**src/rtl/ilseq_pkg.sv**
```systemverilog
package ilseq_pkg;
  localparam int unsigned HW_W   = 16;
  localparam int unsigned INSN_W = 32;
  localparam int unsigned REG_AW = 5;
  localparam int unsigned CREG_W = 3;

  function automatic logic is_short(input logic [HW_W-1:0] hw);
    return hw[1:0] != 2'b11;
  endfunction

  function automatic logic [REG_AW-1:0] creg_expand(input logic [CREG_W-1:0] f);
    return REG_AW'(8) + REG_AW'(f);
  endfunction
endpackage

```
**src/rtl/ilseq_assemble.sv**
```systemverilog
module ilseq_assemble
  import ilseq_pkg::*;
(
  input  logic                clk_i,
  input  logic                rst_ni,
  input  logic                accept_i,
  input  logic                flush_i,
  input  logic [HW_W-1:0]     hw_i,
  output logic                issue_o,
  output logic                issue_c_o,
  output logic [INSN_W-1:0]   word_o
);
  logic            wait_hi_q;
  logic [HW_W-1:0] low_q;

  always_comb begin
    issue_o   = 1'b0;
    issue_c_o = 1'b0;
    word_o    = '0;
    if (accept_i) begin
      if (wait_hi_q) begin
        issue_o = 1'b1;
        word_o  = {hw_i, low_q};
      end else if (is_short(hw_i)) begin
        issue_o   = 1'b1;
        issue_c_o = 1'b1;
        word_o    = {{(INSN_W-HW_W){1'b0}}, hw_i};
      end
    end
  end

  always_ff @(posedge clk_i or negedge rst_ni) begin
    if (!rst_ni) begin
      wait_hi_q <= 1'b0;
      low_q     <= '0;
    end else if (flush_i) begin
      wait_hi_q <= 1'b0;
    end else if (accept_i) begin
      if (wait_hi_q) begin
        wait_hi_q <= 1'b0;
      end else if (!is_short(hw_i)) begin
        wait_hi_q <= 1'b1;
        low_q     <= hw_i;
      end
    end
  end

  // a full word is only emitted when a first half was held
  p_two_halves_r2: assert property (@(posedge clk_i) disable iff (!rst_ni)
    (issue_o && !issue_c_o) |-> wait_hi_q);
endmodule

```
**src/rtl/ilseq_pc.sv**
```systemverilog
module ilseq_pc #(
  parameter int unsigned     XLEN     = 32,
  parameter logic [XLEN-1:0] RESET_PC = '0
) (
  input  logic            clk_i,
  input  logic            rst_ni,
  input  logic            issue_i,
  input  logic            issue_c_i,
  input  logic            redirect_i,
  input  logic [XLEN-1:0] target_i,
  output logic [XLEN-1:0] pc_o,
  output logic [XLEN-1:0] succ_o
);
  logic [XLEN-1:0] pc_q;

  assign pc_o   = pc_q;
  assign succ_o = pc_q + (issue_c_i ? XLEN'(2) : XLEN'(4));

  always_ff @(posedge clk_i or negedge rst_ni) begin
    if (!rst_ni)         pc_q <= RESET_PC;
    else if (redirect_i) pc_q <= target_i;
    else if (issue_i)    pc_q <= succ_o;
  end

  p_step_short_r1: assert property (@(posedge clk_i) disable iff (!rst_ni)
    (issue_i && issue_c_i && !redirect_i) |=> pc_q == $past(pc_q) + XLEN'(2));
  p_step_long_r2: assert property (@(posedge clk_i) disable iff (!rst_ni)
    (issue_i && !issue_c_i && !redirect_i) |=> pc_q == $past(pc_q) + XLEN'(4));
endmodule

```
**src/rtl/ilseq_jump.sv**
```systemverilog
module ilseq_jump
  import ilseq_pkg::*;
#(
  parameter int unsigned XLEN = 32
) (
  input  logic              clk_i,
  input  logic              rst_ni,
  input  logic              c_en_i,
  input  logic              jump_valid_i,
  input  logic [XLEN-1:0]   jump_target_i,
  input  logic [REG_AW-1:0] jump_rd_i,
  input  logic [XLEN-1:0]   last_pc_i,
  input  logic [XLEN-1:0]   last_succ_i,
  output logic              redirect_o,
  output logic [XLEN-1:0]   target_o,
  output logic              misalign_o,
  output logic [XLEN-1:0]   badaddr_o,
  output logic              link_we_o,
  output logic [REG_AW-1:0] link_rd_o,
  output logic [XLEN-1:0]   link_data_o
);
  logic bad_align;

  assign bad_align  = !c_en_i && (jump_target_i[1:0] != 2'b00);
  assign redirect_o = jump_valid_i && !bad_align;
  assign target_o   = {jump_target_i[XLEN-1:1], 1'b0};

  always_ff @(posedge clk_i or negedge rst_ni) begin
    if (!rst_ni) begin
      misalign_o  <= 1'b0;
      badaddr_o   <= '0;
      link_we_o   <= 1'b0;
      link_rd_o   <= '0;
      link_data_o <= '0;
    end else begin
      misalign_o <= jump_valid_i && bad_align;
      link_we_o  <= redirect_o && (jump_rd_i != '0);
      if (jump_valid_i && bad_align) badaddr_o <= last_pc_i;
      if (redirect_o && (jump_rd_i != '0)) begin
        link_rd_o   <= jump_rd_i;
        link_data_o <= last_succ_i;
      end
    end
  end

  p_misalign_cen_r4: assert property (@(posedge clk_i) disable iff (!rst_ni)
    misalign_o |-> !$past(c_en_i));
  p_misalign_src_r10: assert property (@(posedge clk_i) disable iff (!rst_ni)
    misalign_o |-> $past(jump_valid_i));
  p_no_link_on_fault_r6: assert property (@(posedge clk_i) disable iff (!rst_ni)
    link_we_o |-> !misalign_o && link_rd_o != '0);
endmodule

```
**src/rtl/ilen_pc_seq.sv**
```systemverilog
module ilen_pc_seq
  import ilseq_pkg::*;
#(
  parameter int unsigned     XLEN     = 32,
  parameter logic [XLEN-1:0] RESET_PC = XLEN'(32'h100)
) (
  input  logic              clk_i,
  input  logic              rst_ni,
  input  logic              c_en_i,
  input  logic              hw_valid_i,
  input  logic [HW_W-1:0]   hw_data_i,
  output logic              hw_ready_o,
  input  logic              jump_valid_i,
  input  logic [XLEN-1:0]   jump_target_i,
  input  logic [REG_AW-1:0] jump_rd_i,
  output logic              insn_valid_o,
  output logic [INSN_W-1:0] insn_o,
  output logic              insn_c_o,
  output logic [XLEN-1:0]   insn_pc_o,
  output logic [XLEN-1:0]   succ_pc_o,
  output logic [REG_AW-1:0] crs1_o,
  output logic [REG_AW-1:0] crs2_o,
  output logic              illegal_o,
  output logic              misalign_o,
  output logic [XLEN-1:0]   badaddr_o,
  output logic              link_we_o,
  output logic [REG_AW-1:0] link_rd_o,
  output logic [XLEN-1:0]   link_data_o
);
  logic              accept, issue, issue_c, redirect;
  logic [INSN_W-1:0] word;
  logic [XLEN-1:0]   cur_pc, cur_succ, target;

  assign hw_ready_o = !jump_valid_i;
  assign accept     = hw_valid_i && hw_ready_o;

  ilseq_assemble i_assemble (
    .clk_i, .rst_ni,
    .accept_i  (accept),
    .flush_i   (jump_valid_i),
    .hw_i      (hw_data_i),
    .issue_o   (issue),
    .issue_c_o (issue_c),
    .word_o    (word)
  );

  ilseq_pc #(.XLEN(XLEN), .RESET_PC(RESET_PC)) i_pc (
    .clk_i, .rst_ni,
    .issue_i    (issue),
    .issue_c_i  (issue_c),
    .redirect_i (redirect),
    .target_i   (target),
    .pc_o       (cur_pc),
    .succ_o     (cur_succ)
  );

  ilseq_jump #(.XLEN(XLEN)) i_jump (
    .clk_i, .rst_ni,
    .c_en_i, .jump_valid_i, .jump_target_i, .jump_rd_i,
    .last_pc_i   (insn_pc_o),
    .last_succ_i (succ_pc_o),
    .redirect_o  (redirect),
    .target_o    (target),
    .misalign_o, .badaddr_o, .link_we_o, .link_rd_o, .link_data_o
  );

  always_ff @(posedge clk_i or negedge rst_ni) begin
    if (!rst_ni) begin
      insn_valid_o <= 1'b0;
      insn_o       <= '0;
      insn_c_o     <= 1'b0;
      insn_pc_o    <= RESET_PC;
      succ_pc_o    <= RESET_PC;
      illegal_o    <= 1'b0;
    end else begin
      insn_valid_o <= issue;
      illegal_o    <= issue && issue_c && !c_en_i;
      if (issue) begin
        insn_o    <= word;
        insn_c_o  <= issue_c;
        insn_pc_o <= cur_pc;
        succ_pc_o <= cur_succ;
      end
    end
  end

  // short register selectors, one per field position
  localparam int unsigned NSEL = 2;
  localparam int unsigned SEL_LSB [NSEL] = '{7, 2};
  logic [REG_AW-1:0] sel [NSEL];
  for (genvar g = 0; g < NSEL; g++) begin : g_sel
    assign sel[g] = creg_expand(insn_o[SEL_LSB[g] +: CREG_W]);
  end
  assign crs1_o = sel[0];
  assign crs2_o = sel[1];

  p_illegal_short_r3: assert property (@(posedge clk_i) disable iff (!rst_ni)
    illegal_o |-> insn_valid_o && insn_c_o);
  p_no_take_on_jump_r9: assert property (@(posedge clk_i) disable iff (!rst_ni)
    $past(jump_valid_i) |-> !insn_valid_o);
endmodule

```
**config.mk**
```make
export PLATFORM = sky130hd
export DESIGN_NAME = ilen_pc_seq
export DESIGN_NICKNAME = d
export VERILOG_FILES = /design/src/rtl/ilseq_pkg.sv /design/src/rtl/ilseq_assemble.sv /design/src/rtl/ilseq_pc.sv /design/src/rtl/ilseq_jump.sv /design/src/rtl/ilen_pc_seq.sv
export SDC_FILE = /design/constraint.sdc
export NUM_CORES = 1
export LEC_CHECK = 0
export BUFFER_PORTS_ARGS = -buffer_cell sky130_fd_sc_hd__clkbuf_2
export CORE_MARGIN = 8
export CORE_UTILIZATION = 50
export CTS_BUF_LIST = sky130_fd_sc_hd__clkbuf_8
export DETAILED_ROUTE_END_ITERATION = 8
export MAX_ROUTING_LAYER = met4
export PLACE_DENSITY = 0.73
export SYNTH_ARGS = -nofsm -noshare
export SYNTH_HDL_FRONTEND = slang
export SYNTH_HIERARCHICAL = 1
export SYNTH_SLANG_ARGS = --single-unit
export TNS_END_PERCENT = 10
```
**constraint.sdc**
```tcl
create_clock -name clk_i -period 5.7 [get_ports clk_i]
set_input_delay 1.14 -clock clk_i [delete_from_list [all_inputs] [get_ports clk_i]]
set_output_delay 1.14 -clock clk_i [all_outputs]
set_load 0.01 [all_outputs]
```
==> results.sh <==
export IMPL_rr_worst_depth=9
export IMPL_drv_slew=0
export IMPL_status="completed"
export IMPL_yosys_warnings=6
export IMPL_first_global_vias=7325
export IMPL_clk_pin_slew_ns=0.06
export IMPL_met1_length_um=10600
export IMPL_dieArea_sq_um=25400
export IMPL_dpl_hpwl_um=17300
export IMPL_rsz0062_at_grt="false"
export IMPL_antenna_left=0
export IMPL_fin_nets=1050
export IMPL_worst_setup_path_start_kind="primary input"
export IMPL_cp_max_fo=9
export IMPL_met3_length_um=1820
export IMPL_worst_slack_ns=1.45
export IMPL_fmax_ghz=0.235
export IMPL_h_tree_depth=2
export IMPL_cts_resized=0
export IMPL_drv_cap=0
export IMPL_seq_area_frac_synth_pct=53.3
export IMPL_async_flop_share_pct=100
export IMPL_slew_headroom_pct=27.5
export IMPL_netlist_instances=801
export IMPL_grtUsageTotal_pct=19.5
export IMPL_root_buffer="clkbuf_8"
export IMPL_fin_crit_sh_pct=74.5
export IMPL_p_per_area_nw_per_um2=394
export IMPL_synth_area_leaders="dfrtp_1, mux2_2, mux2_4"
export IMPL_skew_ns=0.0142
export IMPL_layout_drive_gt1_share_pct=48.4
export IMPL_rows=52
export IMPL_clkLatencyLatePin_ns=0.51
export IMPL_crit_buf_inv=1
export IMPL_yosysUniqueCellTypes=67
export IMPL_yosysTopAreaCell="dfrtp_1"
export IMPL_tns_ns=0
export IMPL_synth_seq_cells=219
export IMPL_cp_depth=11
export IMPL_critPathTopFamily="simple AND/OR/NAND/NOR gates"
export IMPL_tritoncts="built"
export IMPL_cts_sinks=219
export IMPL_post_place_ws_ns=0.913
export IMPL_r2r_setup_slack_ns=1.70
export IMPL_hold_class="register to register"
export IMPL_r2r_start="i_assemble/wait_hi_q$_DFFE_PN0P_"
export IMPL_gp_congestion=0.883
export IMPL_worstPathArrival_ns=4.64
export IMPL_crit_chain="clkbuf_2 -> nor2b_1 -> nand2b_4 -> a21oi_1 -> ha_1 -> fa_1 -> nand4_1 -> nor4_2 -> nand3_1 -> xnor2_1 -> mux2_2"
export IMPL_worstSetupPathType="primary input to register"
export IMPL_vias=6850
export IMPL_die_w_um=159
export IMPL_setup_viol=0
export IMPL_die_h_um=159
export IMPL_grt_pass1_wl_um=39800
export IMPL_highest_layer="met4"
export IMPL_grt_overflow_total=0
export IMPL_syn_avg_cell_area_sq_um=12.8
export IMPL_critPathCapture="succ_pc_o[27]$_DFFE_PN0P_"
export IMPL_drt_initial_drc_count=320
export IMPL_required_ns=6.09
export IMPL_fp_coreArea_sq_um=20200
export IMPL_netlist_area_sq_um=10300
export IMPL_critPathLaunch="jump_valid_i"
export IMPL_finalPower_mw=4.74
export IMPL_start_util_pct=50.9
export IMPL_ir_drop_mv=0.303
export IMPL_power_leakage_nw=5.77
export IMPL_antenna_found_initial=3
export IMPL_vias_per_cell=5.31
export IMPL_synth_top_area_share_pct=52.5
export IMPL_hold_viol=0
export IMPL_drcViolationCount=0
export IMPL_fin_crit_ns=4.25
export IMPL_wirelength_um=24300
export IMPL_clockBufferDepth=3
export IMPL_crit_path_top_delay_cell="nor4_2"
export IMPL_rr_endpoint="succ_pc_o[27]$_DFFE_PN0P_"
export IMPL_wl_met2_um=11600
export IMPL_numPortBuffers=234
export IMPL_tightest_slew_ns=1.08
export IMPL_area_growth_pct=16.8
export IMPL_end_kind="register"
export IMPL_grt_max_degree=116
export IMPL_cts_buffers=38
export IMPL_final_util_pct=59.4
export IMPL_post_cts_setup_buffers=0
export IMPL_ioPinCount=239
export IMPL_dr_pass1_iters=4
export IMPL_ctsHoldBuffers=0
export IMPL_max_stage_delay_ns=0.96
export IMPL_dp_cells=1219
export IMPL_synth_edf_count=0
export IMPL_seq_area_sq_um=5480
export IMPL_wl_per_cell_um=18.8
export IMPL_fillCellCount=1672
export IMPL_multi_input_comb_area_sq_um=4120
export IMPL_synth_top_flop_cell="dfrtp_1"
export IMPL_fin_cells=1291
routing by layer:
metal,global-route usage (%),up-vias
li1,-,3177
met1,24.3,3398
met2,30.4,247
met3,6.13,28
met4,5.23,0
met5,-,-
flip-flops by register name, summed over array words and instances, names as in the netlist:
register,flops
illegal_o,1
i_jump/link_data_o,32
i_jump/badaddr_o,32
i_assemble/low_q,16
i_assemble/wait_hi_q,1
i_jump/link_rd_o,5
insn_valid_o,1
succ_pc_o,32
insn_c_o,1
i_jump/link_we_o,1
i_jump/misalign_o,1
i_pc/pc_o,32
insn_o,32
insn_pc_o,32
where the power goes:
| part | switching, mW | internal [mW] |
|---|---|---|
| Sequential | 0.293 | 1.93 |
| Clock | 0.615 | 0.809 |
| Combinational | 0.527 | 0.566 |
through the flow:
step	hold slack (ns)	area, sq um
final	0.485	12000
after global routing	0.493	12000
after CTS	0.479	12000
after detailed placement	0.463	11200
after global placement	0.456	11200
after floorplan	0.440	10300
worst register-to-register path, delay by kind of cell, from the launching register on:
family | cells | cell delay (ns)
mux | 1 | 0.26
compound gates | 1 | 0.51
xor+xnor | 1 | 0.18
fa+ha+maj | 2 | 0.57
simple gates | 4 | 1.74
flops | 1 | 0.64
worst min-delay path by stage:
stage	startpoint	end	slack [ns]	cells past startpoint
6_report	i_assemble/low_q[0]$_DFFE_PN0P_	i_assemble/low_q[0]$_DFFE_PN0P_	0.48	1
5_1_grt	i_assemble/low_q[0]$_DFFE_PN0P_	i_assemble/low_q[0]$_DFFE_PN0P_	0.49	1
4_1_cts	i_assemble/low_q[0]$_DFFE_PN0P_	i_assemble/low_q[0]$_DFFE_PN0P_	0.48	1
3_5_place_dp	i_assemble/low_q[0]$_DFFE_PN0P_	i_assemble/low_q[0]$_DFFE_PN0P_	0.46	1
3_3_place_gp	i_assemble/low_q[1]$_DFFE_PN0P_	i_assemble/low_q[1]$_DFFE_PN0P_	0.46	1
2_1_floorplan	i_assemble/low_q[1]$_DFFE_PN0P_	i_assemble/low_q[1]$_DFFE_PN0P_	0.44	1
synthesized netlist by cell type (5+ instances only):
library cell / number
a22o_1: 15
a31oi_1: 11
and3_1: 19
and4_1: 5
and2_1: 7
o21ai_0: 16
nor3_1: 6
or4_1: 5
nand3_1: 27
buf_4: 49
xor2_1: 15
mux2_2: 136
dfrtp_1: 216
nor2_1: 24
buf_6: 8
xnor2_1: 25
mux2_4: 36
nand4_1: 19
a21oi_1: 5
clkbuf_1: 16
inv_1: 13
nand2_1: 37
buf_2: 15
mux2_1: 8
cell type report:
class	instances	area share, %
repair buffers	240	10.3
multi-input cells	476	34.2
diodes	3	0.0625
clock inverters	17	0.572
inverters	14	0.437
clock buffers	52	5.95
flip-flops and latches	219	45.6
well taps	270	2.81
layout by cell type, fill, tap and decap left out, types with 4 or more instances in the layout:
cell / netlist / routed
a21oi_1: 5 / 5
a22o_1: 15 / 15
a31oi_1: 11 / 11
and2_1: 7 / 6
and3_1: 19 / 19
and4_1: 5 / 5
buf_4: 49 / 5
clkbuf_2: 1 / 233
clkbuf_8: 1 / 52
conb_1: 3 / 5
dfrtp_1: 216 / 216
inv_1: 13 / 28
mux2_1: 8 / 8
mux2_2: 136 / 136
mux2_4: 36 / 36
nand2_1: 37 / 37
nand3_1: 27 / 27
nand4_1: 19 / 19
nor2_1: 24 / 24
nor3_1: 6 / 6
o21ai_0: 16 / 16
o31ai_1: 4 / 4
or4_1: 5 / 5
xnor2_1: 25 / 25
xor2_1: 15 / 15
cells by family (layout without fill, tap and decap cells):
group / count (synthesis) / in the layout / share of synthesized area, %
DFF: 219 / 219 / 53.3
xor gates and xnor gates: 40 / 40 / 3.40
AOI/OAI and AO/OA: 68 / 68 / 4.74
and+or+nand+nor: 178 / 178 / 9.85
adders and majority gates: 3 / 3 / 0.438
buffers and inverters: 108 / 323 / 6.98
muxes: 182 / 182 / 21.2
other: 3 / 8 / 0.109
No activity file was read; power rests on OpenSTA's default activity.
